File: src/rtl/vq_walk_pkg.sv
package vq_walk_pkg;
  localparam int PAGE_SHIFT  = 12;
  localparam int DESC_BYTES  = 16;
  localparam int FLG_CHAIN   = 0;
  localparam int FLG_DEVWR   = 1;

  typedef enum logic [2:0] {
    WS_IDLE,
    WS_PROD,
    WS_SLOT,
    WS_DLO,
    WS_DHI
  } walk_state_e;
endpackage

File: src/rtl/vq_ring_layout.sv
module vq_ring_layout
  import vq_walk_pkg::*;
#(
  parameter int ADDR_W    = 48,
  parameter int PFN_W     = 32,
  parameter int QSIZE_LG2 = 3
) (
  input  logic              clk,
  input  logic              rst,
  input  logic              load,
  input  logic [PFN_W-1:0]  load_pfn,
  output logic [PFN_W-1:0]  pfn_q,
  output logic [ADDR_W-1:0] tbl_base,
  output logic [ADDR_W-1:0] prod_base,
  output logic [ADDR_W-1:0] cons_base
);
  localparam int QSIZE = 1 << QSIZE_LG2;
  localparam logic [ADDR_W-1:0] TBL_BYTES  = ADDR_W'(DESC_BYTES * QSIZE);
  localparam logic [ADDR_W-1:0] PROD_BYTES = ADDR_W'(4 + 2 * QSIZE);
  localparam logic [ADDR_W-1:0] PAGE_LOW   = ADDR_W'((1 << PAGE_SHIFT) - 1);

  logic [ADDR_W-1:0] t_n, p_n, p_end, c_n;

  always_comb begin
    t_n   = ADDR_W'(load_pfn) << PAGE_SHIFT;
    p_n   = t_n + TBL_BYTES;
    p_end = p_n + PROD_BYTES;
    c_n   = (p_end + PAGE_LOW) & ~PAGE_LOW;
  end

  always_ff @(posedge clk) begin
    if (rst || (load && load_pfn == '0)) begin
      pfn_q     <= '0;
      tbl_base  <= '0;
      prod_base <= '0;
      cons_base <= '0;
    end else if (load) begin
      pfn_q     <= load_pfn;
      tbl_base  <= t_n;
      prod_base <= p_n;
      cons_base <= c_n;
    end
  end

  assert_layout_order_R1: assert property (@(posedge clk) disable iff (rst)
    (pfn_q != '0) |-> (prod_base > tbl_base && cons_base > prod_base &&
                       cons_base[PAGE_SHIFT-1:0] == '0));
endmodule

File: src/rtl/vq_walk_fsm.sv
module vq_walk_fsm
  import vq_walk_pkg::*;
#(
  parameter int ADDR_W    = 48,
  parameter int QSIZE_LG2 = 3,
  parameter int MAX_SEGS  = 8,
  parameter int CNT_W     = 4
) (
  input  logic              clk,
  input  logic              rst,
  input  logic              clr_idx,
  input  logic [ADDR_W-1:0] tbl_base,
  input  logic [ADDR_W-1:0] prod_base,
  input  logic              start,
  input  logic              start_skip,
  input  logic              start_remove,
  output logic              busy,
  output logic              rd_req,
  output logic [ADDR_W-1:0] rd_addr,
  input  logic              rd_valid,
  input  logic [63:0]       rd_data,
  output logic              sg_valid,
  output logic [63:0]       sg_addr,
  output logic [31:0]       sg_len,
  output logic              sg_in,
  output logic              fin,
  output logic              fin_ok,
  output logic              fin_abort,
  output logic [15:0]       head,
  output logic [CNT_W-1:0]  n_in,
  output logic [CNT_W-1:0]  n_out,
  output logic [15:0]       avail_ptr
);
  walk_state_e       st;
  logic              skip_q, remove_q;
  logic [1:0]        half_q;
  logic [63:0]       lo_q;
  logic [ADDR_W-1:0] slot_byte;
  logic [CNT_W:0]    tot_next;
  logic [15:0]       prod_idx, slot_val, link;
  logic              chain, devwr;

  function automatic logic [ADDR_W-1:0] desc_word(input logic [15:0] idx);
    return tbl_base + (ADDR_W'(idx[QSIZE_LG2-1:0]) << 4);
  endfunction

  always_comb begin
    slot_byte = prod_base + ADDR_W'(4) + (ADDR_W'(avail_ptr[QSIZE_LG2-1:0]) << 1);
    tot_next  = {1'b0, n_in} + {1'b0, n_out} + (CNT_W+1)'(1);
    prod_idx  = rd_data[31:16];
    slot_val  = rd_data[{half_q, 4'b0000} +: 16];
    link      = rd_data[63:48];
    chain     = rd_data[32 + FLG_CHAIN];
    devwr     = rd_data[32 + FLG_DEVWR];
    busy      = (st != WS_IDLE);
  end

  always_ff @(posedge clk) begin
    if (rst) begin
      st <= WS_IDLE; skip_q <= 1'b0; remove_q <= 1'b0; half_q <= '0; lo_q <= '0;
      rd_req <= 1'b0; rd_addr <= '0; sg_valid <= 1'b0; sg_addr <= '0; sg_len <= '0;
      sg_in <= 1'b0; fin <= 1'b0; fin_ok <= 1'b0; fin_abort <= 1'b0; head <= '0;
      n_in <= '0; n_out <= '0; avail_ptr <= '0;
    end else begin
      rd_req   <= 1'b0;
      sg_valid <= 1'b0;
      fin      <= 1'b0;
      if (clr_idx) avail_ptr <= '0;
      case (st)
        WS_IDLE: if (start) begin
          skip_q <= start_skip; remove_q <= start_remove;
          n_in <= '0; n_out <= '0; fin_ok <= 1'b0; fin_abort <= 1'b0; head <= '0;
          rd_req <= 1'b1; rd_addr <= {prod_base[ADDR_W-1:3], 3'b000};
          st <= WS_PROD;
        end
        WS_PROD: if (rd_valid) begin
          if (prod_idx == avail_ptr) begin
            fin <= 1'b1; fin_ok <= 1'b0; st <= WS_IDLE;
          end else if (skip_q) begin
            fin <= 1'b1; fin_ok <= 1'b1; avail_ptr <= avail_ptr + 16'd1; st <= WS_IDLE;
          end else begin
            rd_req <= 1'b1; rd_addr <= {slot_byte[ADDR_W-1:3], 3'b000};
            half_q <= slot_byte[2:1]; st <= WS_SLOT;
          end
        end
        WS_SLOT: if (rd_valid) begin
          head <= slot_val;
          rd_req <= 1'b1; rd_addr <= desc_word(slot_val); st <= WS_DLO;
        end
        WS_DLO: if (rd_valid) begin
          lo_q <= rd_data;
          rd_req <= 1'b1; rd_addr <= rd_addr + ADDR_W'(8); st <= WS_DHI;
        end
        WS_DHI: if (rd_valid) begin
          sg_valid <= 1'b1; sg_addr <= lo_q; sg_len <= rd_data[31:0]; sg_in <= devwr;
          if (devwr) n_in <= n_in + CNT_W'(1);
          else       n_out <= n_out + CNT_W'(1);
          if (!chain || tot_next >= (CNT_W+1)'(MAX_SEGS)) begin
            fin <= 1'b1; fin_ok <= 1'b1; fin_abort <= chain;
            if (remove_q) avail_ptr <= avail_ptr + 16'd1;
            st <= WS_IDLE;
          end else begin
            rd_req <= 1'b1; rd_addr <= desc_word(link); st <= WS_DLO;
          end
        end
        default: st <= WS_IDLE;
      endcase
    end
  end

  assert_idx_step_R8: assert property (@(posedge clk) disable iff (rst)
    (avail_ptr != $past(avail_ptr) && !$past(clr_idx)) |-> avail_ptr == $past(avail_ptr) + 16'd1);
  assert_empty_keeps_idx_R3: assert property (@(posedge clk) disable iff (rst)
    (fin && !fin_ok) |-> avail_ptr == $past(avail_ptr));
  assert_count_bound_R7: assert property (@(posedge clk) disable iff (rst)
    ({1'b0, n_in} + {1'b0, n_out}) <= (CNT_W+1)'(MAX_SEGS));
  assert_abort_at_end_R7: assert property (@(posedge clk) disable iff (rst)
    $rose(fin_abort) |-> fin);
  assert_req_pulse_R10: assert property (@(posedge clk) disable iff (rst)
    rd_req |=> !rd_req);
endmodule

File: src/rtl/vq_chain_walker.sv
module vq_chain_walker
  import vq_walk_pkg::*;
#(
  parameter int ADDR_W    = 48,
  parameter int PFN_W     = 32,
  parameter int QSIZE_LG2 = 3,
  parameter int MAX_SEGS  = 8,
  localparam int CNT_W    = $clog2(MAX_SEGS + 1)
) (
  input  logic              clk,
  input  logic              rst,
  input  logic              cfg_we,
  input  logic [PFN_W-1:0]  cfg_pfn,
  input  logic              cmd_valid,
  input  logic              cmd_skip,
  input  logic              cmd_remove,
  output logic              busy,
  output logic              mem_req,
  output logic [ADDR_W-1:0] mem_addr,
  input  logic              mem_rvalid,
  input  logic [63:0]       mem_rdata,
  output logic              seg_valid,
  output logic [63:0]       seg_addr,
  output logic [31:0]       seg_len,
  output logic              seg_in,
  output logic              done,
  output logic              done_ok,
  output logic              loop_abort,
  output logic [15:0]       head_idx,
  output logic [CNT_W-1:0]  in_cnt,
  output logic [CNT_W-1:0]  out_cnt,
  output logic [15:0]       next_avail,
  output logic [PFN_W-1:0]  pfn,
  output logic [ADDR_W-1:0] desc_base,
  output logic [ADDR_W-1:0] avail_base,
  output logic [ADDR_W-1:0] used_base
);
  logic cfg_take, cmd_take;
  assign cfg_take = cfg_we && !busy;
  assign cmd_take = cmd_valid && !cfg_we;

  vq_ring_layout #(.ADDR_W(ADDR_W), .PFN_W(PFN_W), .QSIZE_LG2(QSIZE_LG2)) u_layout (
    .clk(clk), .rst(rst), .load(cfg_take), .load_pfn(cfg_pfn),
    .pfn_q(pfn), .tbl_base(desc_base), .prod_base(avail_base), .cons_base(used_base)
  );

  vq_walk_fsm #(.ADDR_W(ADDR_W), .QSIZE_LG2(QSIZE_LG2), .MAX_SEGS(MAX_SEGS), .CNT_W(CNT_W)) u_walk (
    .clk(clk), .rst(rst), .clr_idx(cfg_take),
    .tbl_base(desc_base), .prod_base(avail_base),
    .start(cmd_take), .start_skip(cmd_skip), .start_remove(cmd_remove),
    .busy(busy), .rd_req(mem_req), .rd_addr(mem_addr),
    .rd_valid(mem_rvalid), .rd_data(mem_rdata),
    .sg_valid(seg_valid), .sg_addr(seg_addr), .sg_len(seg_len), .sg_in(seg_in),
    .fin(done), .fin_ok(done_ok), .fin_abort(loop_abort), .head(head_idx),
    .n_in(in_cnt), .n_out(out_cnt), .avail_ptr(next_avail)
  );
endmodule

File: config.mk
export PLATFORM = sky130hd
export DESIGN_NAME = vq_chain_walker
export DESIGN_NICKNAME = d
export VERILOG_FILES = /design/src/rtl/vq_walk_pkg.sv /design/src/rtl/vq_ring_layout.sv /design/src/rtl/vq_walk_fsm.sv /design/src/rtl/vq_chain_walker.sv
export SDC_FILE = /design/constraint.sdc
export NUM_CORES = 1
export LEC_CHECK = 0
export BUFFER_PORTS_ARGS = -buffer_cell sky130_fd_sc_hd__buf_2
export CORE_AREA = 4 4 182 184
export CTS_BUF_LIST = sky130_fd_sc_hd__clkbuf_16
export DETAILED_ROUTE_END_ITERATION = 10
export DIE_AREA = 0 0 186 188
export PLACE_DENSITY = 0.74
export SYNTH_ARGS = -nofsm -noshare
export SYNTH_HDL_FRONTEND = slang
export SYNTH_SLANG_ARGS = --single-unit
File: constraint.sdc
create_clock -name clk -period 6.9 [get_ports clk]
set_input_delay 0.345 -clock clk [delete_from_list [all_inputs] [get_ports clk]]
set_output_delay 0.345 -clock clk [all_outputs]
set_load 0.01 [all_outputs]
Word level (Yosys, flattened, before mapping):

Cells that the tools add are included.

* flip-flop bits (word level): 377
* input bits: 103
* output and inout bits: 367
* word-level logic and storage cells: 144

* add/sub/neg operators: 13
* magnitude comparators: 1
* eq/ne operators: 17
* shift operators: 1
* mux-type cells: 60
* bitwise logic cells: 3
* reduce and logical (&&, ||, !) cells: 28

Operators with widths (count)
* two-way mux 48 bit: 8
* case mux 48 bit (5 select lines): 1
* two-way mux 16 bit: 9
* adder 44 x 7 -> 45 bit: 2
* case mux 16 bit (2 select lines): 2
* variable part select 64 x 7 -> 16 bit: 1
* adder 48 x 12 -> 48 bit, second input constant: 1
* adder 48 x 3 -> 48 bit, second input constant: 1
* adder 48 x 4 -> 48 bit: 1
* adder 48 x 4 -> 48 bit, second input constant: 1
* adder 48 x 5 -> 48 bit, second input constant: 1
* adder 44 x 8 -> 45 bit, second input constant: 1
* zero test 32 bit: 1
* two-way mux 1 bit: 20
* two-way mux 4 bit: 5
* inequality test 2 bit, second input constant: 10
* two-way mux 3 bit: 6
* adder 16 x 1 -> 16 bit, second input constant: 1
* == test 16 bit: 1
* case mux 4 bit (2 select lines): 2
* AND reduction 4 bit: 4
* case mux 3 bit (5 select lines): 1
* AND reduction 9 bit: 1
* adder 4 x 1 -> 4 bit, second input constant: 2
* other kinds (25): 40

Longest topological paths before layout:

* word-level depth: 8
* depth in mapped cells: 11
* depth with buffers taken out: 9

Cells and area by module:

Synthesis repeated with hierarchy kept, for this count alone.

* cell total of the unflattened synthesis: 2362
* area total of the unflattened synthesis: 18386.4 um2

By module, submodules not included
* vq_walk_fsm: times used 1, cells an instance 1877, area each 14346.3 um2, sequential area each 5225.0 um2
* vq_ring_layout: times used 1, cells an instance 483, area each 4025.1 um2, sequential area each 1321.3 um2
* vq_chain_walker: times used 1, cells an instance 2, area each 15.0 um2, sequential area each 0.0 um2

Least setup slack after synthesis:

No wires, ideal clock.

* path type: reg2reg
* start point: register u_walk.n_in[0]
* end point: register u_walk.avail_ptr[10]
* setup time: 120 ps
* arrival time: 2320 ps
* setup slack: 4460 ps
* cell stages (with the launch flop): 11
* path buffers: 1
* clock period less this slack: 2440 ps
* cells stage by stage: dfxtp_1 -> inv_1 -> ha_1 -> fa_1 -> nand2_1 -> nor4b_1 -> mux2_2 -> o22a_1 -> and3_1 -> buf_2 -> a211o_1

* longest elaborated chain between the ends: 7

RTL lines
* start: declaration: RTL line vq_walk_fsm.sv:30 `output logic [CNT_W-1:0] n_in,`
* start signal: assignment: RTL line vq_walk_fsm.sv:96 `if (devwr) n_in <= n_in + CNT_W'(1);`
* adder 4 x 4 -> 5 bit: RTL line vq_walk_fsm.sv:49 `tot_next = {1'b0, n_in} + {1'b0, n_out} + (CNT_W+1)'(1);`
* adder 5 x 1 -> 5 bit: RTL line vq_walk_fsm.sv:49
* greater-or-equal comparator 5 x 4 -> 1 bit: RTL line vq_walk_fsm.sv:98 `if (!chain || tot_next >= (CNT_W+1)'(MAX_SEGS)) begin`
* logical OR 1 bit: RTL line vq_walk_fsm.sv:98
* two-way mux 16 bit: RTL line vq_walk_fsm.sv:98
* two-way mux 16 bit: RTL line vq_walk_fsm.sv:94 `WS_DHI: if (rd_valid) begin`
* case mux 16 bit (2 select lines): RTL line vq_walk_fsm.sv:69 `case (st)`
* end signal: assignment: RTL line vq_walk_fsm.sv:100 `if (remove_q) avail_ptr <= avail_ptr + 16'd1;`
* end: declaration: RTL line vq_walk_fsm.sv:32 `output logic [15:0] avail_ptr`

No other way between the ends.
A chain may end at the register's enable or synchronous reset.

Worst setup path in the final report:

* start point: register u_walk.st[1]
* end point: register u_walk.rd_addr[9]

* longest elaborated chain between the ends: 3
* elaborated cells between the ends (all ways): 16
* classes of those cells: eq/ne (12); mux (1); reduce/logical (3)

RTL lines
* start: declaration: RTL line vq_walk_fsm.sv:34 `walk_state_e st;`
* start signal: assignment: RTL line vq_walk_fsm.sv:60 `st <= WS_IDLE; skip_q <= 1'b0; remove_q <= 1'b0; half_q <= '0; lo_q <= '0;`
* start signal: assignment: RTL line vq_walk_fsm.sv:74 `st <= WS_PROD;`
* start signal: assignment: RTL line vq_walk_fsm.sv:78 `fin <= 1'b1; fin_ok <= 1'b0; st <= WS_IDLE;`
* == test 3 x 1 -> 1 bit, or another cell as far along: RTL line vq_walk_fsm.sv:69
* nonzero test 5 bit (no source line) or inequality test 2 bit (tied branches)
* AND reduction 9 bit (no source line)
* end signal: assignment: RTL line vq_walk_fsm.sv:73 `rd_req <= 1'b1; rd_addr <= {prod_base[ADDR_W-1:3], 3'b000};`
* end signal: assignment: RTL line vq_walk_fsm.sv:82 `rd_req <= 1'b1; rd_addr <= {slot_byte[ADDR_W-1:3], 3'b000};`
* end signal: assignment: RTL line vq_walk_fsm.sv:88 `rd_req <= 1'b1; rd_addr <= desc_word(slot_val); st <= WS_DLO;`
* end: declaration: RTL line vq_walk_fsm.sv:19 `output logic [ADDR_W-1:0] rd_addr,`

Parallel ways exist; a longest one is shown, timed or not.

==> flow_summary.ini <==
[timing]
drv_slew = 0
setup_viol = 0
period_share_pct = 53.11
whs_ns = 0.06521
worst_slew_pin_slew_ns = 1.206
max_freq_mhz = 272.9
clock_skew_ns = 0.01927
fin_ws_ns = 3.235
period_minus_slack_ns = 3.665
hold_viol_final = 0
rsz0062_at_grt = false
slew_headroom_pct = 19.33
fin_tns_setup_ns = 0

[setup_path]
crit_path_cell_trace = nor2_1 -> and3_4 -> nor2_1 -> nor3_4 -> buf_4 -> a31oi_1 -> a311oi_1
path_max_fanout = 101
cp_common_cell = nor2_1
endpoint_kind = flop
cpPeakStageDelay_ns = 0.99
start_kind = flop
slowest_stage = and3_4
cp.required_ns = 7.32
path_class = reg -> reg
cp.arrival_ns = 4.08

[die]
start_util_pct = 49.12
coreArea_um2 = 31390
io-pin-count = 470
num_rows = 65
chipWidth_um = 186
die_h_um = 188
dieArea_um2 = 34970

[routing]
totalWireLength_mm = 50.92
drcViolationCount = 0
num_vias = 14710
drtIter0Drc = 1271
wl_per_cell_um = 19.57
detail_route.first_pass.iterations = 6
ant_nets = 0
vias_per_cell = 5.655

[clock_network]
post_cts_resized = 0
clk_latency_ns = 0.53
cts.root.buffer_cell = clkbuf_16
cts_buffers = 35
postCtsSetupBuffers = 0
clock-sinks = 324
htreeDepth = 2
cts_hold_buf = 0
cts_buffer_depth = 3
clk_pin_slew_ns = 0.06
tritoncts = built

[layout]
stdcell_count = 2602
area_growth_pct = 15.63
drive_above_1_share_pct = 24.48
fin_util_pct = 56.80
final_net_count = 2287

[place]
portBuffers = 420
pre_cts_slack_ns = 3.298
dpl.hpwl_mm = 36.10
place_inst = 2537
finalWeightedCongestion = 0.8983

[worst_hold_path]
holdCritPathClass = in -> reg

[logic_synthesis]
synth_edf_count = 0
synth_area_leaders = dfxtp_1, nand2_1, a21oi_1
synth-async-reset-ratio_pct = 0
synth_warnings = 0
synth_seq_cells = 324
syn_inst = 1931
ys_dominant_reg_cell = dfxtp_1
seq_area_frac_synth_pct = 42.06
synth_top_area_share_pct = 42.06
synth.distinct_cells = 81
synthTopCellsByCount = nand2_1, dfxtp_1, a21oi_1
synth_top_area_cell = dfxtp_1
avgSynthCellArea_um2 = 7.985
synth_most_common_cell = nand2_1
syn_area_um2 = 15420

[job]
drv_cap = 0

[pwr]
pwr_density_cell_nw_per_um2 = 237.0
p_leak_nw = 7.365
vdd_drop_max_v = 0.0001510

[global_route]
grt_max_degree = 102
grt_pass1_vias = 13780
grt_overflow_total = 0
grt_use_total_pct = 27.32
grt_antenna_before_repair = 6
grt_first_pass_wirelength_mm = 76.60

[run_status]
status = complete, no violations
==> critical path: cells and delay by family (launching register included) <==
family          cells  cell delay (ns)
compound gates      2             0.42
buf+inv             1             0.61
flops               1             0.50
simple gates        4             1.95
==> registers in the layout, indices dropped and copies added (netlist names) <==
| signal | cells |
|---|---|
| u_walk.fin | 1 |
| u_layout.prod_base | 1 |
| u_walk.fin_abort | 1 |
| u_walk.st | 3 |
| u_walk.n_in | 4 |
| u_walk.skip_q | 1 |
| u_walk.rd_req | 1 |
| u_layout.pfn_q | 32 |
| u_walk.sg_addr | 64 |
| u_walk.half_q | 2 |
| u_walk.lo_q | 64 |
| u_walk.sg_valid | 1 |
| u_walk.rd_addr | 45 |
| u_layout.cons_base | 33 |
| u_walk.fin_ok | 1 |
| u_walk.remove_q | 1 |
| u_walk.sg_len | 32 |
| u_walk.n_out | 4 |
| u_walk.avail_ptr | 16 |
| u_walk.sg_in | 1 |
| u_walk.head | 16 |
==> per-layer routing <==
| metal | up-vias | part of all wire, % | wire, um | track usage [%] |
|---|---|---|---|---|
| met1 | 6952 | 38 | 19580 | 33.97 |
| li1 | 6944 | - | - | - |
| met3 | 109 | 8.7 | 4439 | 4.927 |
| met2 | 709 | 49 | 24940 | 46.47 |
| met4 | 0 | 3.9 | 1961 | 11.18 |
| met5 | - | 0 | 0 | 0 |
==> cell families after synthesis <==
| family | after synthesis | synth area share (%) |
|---|---|---|
| simple gates | 782 | 22.76 |
| compound gates | 439 | 17.13 |
| flops | 324 | 42.06 |
| buf+inv | 296 | 11.12 |
| xor+xnor | 54 | 3.067 |
| mux | 23 | 2.808 |
| fa+ha+maj | 12 | 1.022 |
| other cells | 1 | 0.02432 |
==> path summary, 6_finish.rpt <==
| check | start | endpoint | slack (ns) | depth (start not counted) |
|---|---|---|---|---|
| worst min register to register | u_walk.lo_q[1]$_SDFFE_PP0P_ | u_walk.sg_addr[1]$_SDFFE_PP0P_ | 0.44 | 2 |
| worst max-delay path | u_walk.st[1]$_SDFFE_PP0P_ | u_walk.rd_addr[9]$_SDFFE_PP0P_ | 3.24 | 7 |
| worst min-delay path | mem_rdata[61] | u_walk.lo_q[61]$_SDFFE_PP0P_ | 0.07 | 3 |
| worst max register to register | u_walk.st[1]$_SDFFE_PP0P_ | u_walk.rd_addr[9]$_SDFFE_PP0P_ | 3.24 | 7 |
==> cells in the final DEF, fill, tap and decap left out, types with 4 or more instances in the layout <==
cell type and instances:
nor2_1 97, dfxtp_1 324, clkinv_1 6, nand2_1 476, xnor2_1 20, inv_1 23, or4_1 4, a211oi_2 8
and2_1 11, mux4_2 16, clkbuf_16 35, buf_4 13, a22oi_1 14, o32ai_1 7, nand3_1 40, a311oi_1 5
xor2_1 34, mux2i_1 5, and3_1 13, nand2b_1 4, o211ai_1 4, a211oi_1 35, buf_2 419, and4_1 7
o21ai_0 46, a31oi_1 11, diode_2 6, nor3b_1 5, o22ai_1 7, a21o_1 9, nor3_1 32, a211o_1 6
nor4_1 20, a21oi_1 254, ha_1 11, o21a_1 5, nand4_1 34, or3_1 7, clkinv_2 8, conb_1 49
==> per-stage QoR <==
| stage | cell area, um2 | total power [W] |
|---|---|---|
| 5_1_grt | 17830 | 0.004368 |
| 3_3_place_gp | 16720 | 0.002442 |
| 3_5_place_dp | 16720 | 0.002449 |
| 6_report | 17830 | 0.004226 |
| 2_1_floorplan | 15600 | 0.002312 |
| 4_1_cts | 17810 | 0.004247 |
==> report_power, final <==
| group | switching [W] | internal [W] | leakage, nW |
|---|---|---|---|
| registers | 0.0000652 | 0.00192 | 2.63 |
| clock network | 0.000771 | 0.00104 | 0.559 |
| logic | 0.000279 | 0.000147 | 4.18 |
| total | 0.00112 | 0.00311 | 7.36 |
==> area by class of cell <==
type	instances	area [um2]
diodes	6	15.01
clock buffers	35	875.8
clock inverters	24	220.2
fillers	2938	13560
inverters	19	71.32
multi-input cells	1359	7450
flip-flops and latches	324	6486
well taps	402	503.0
repair buffers	433	2208
(Power assumes the default switching activity.)
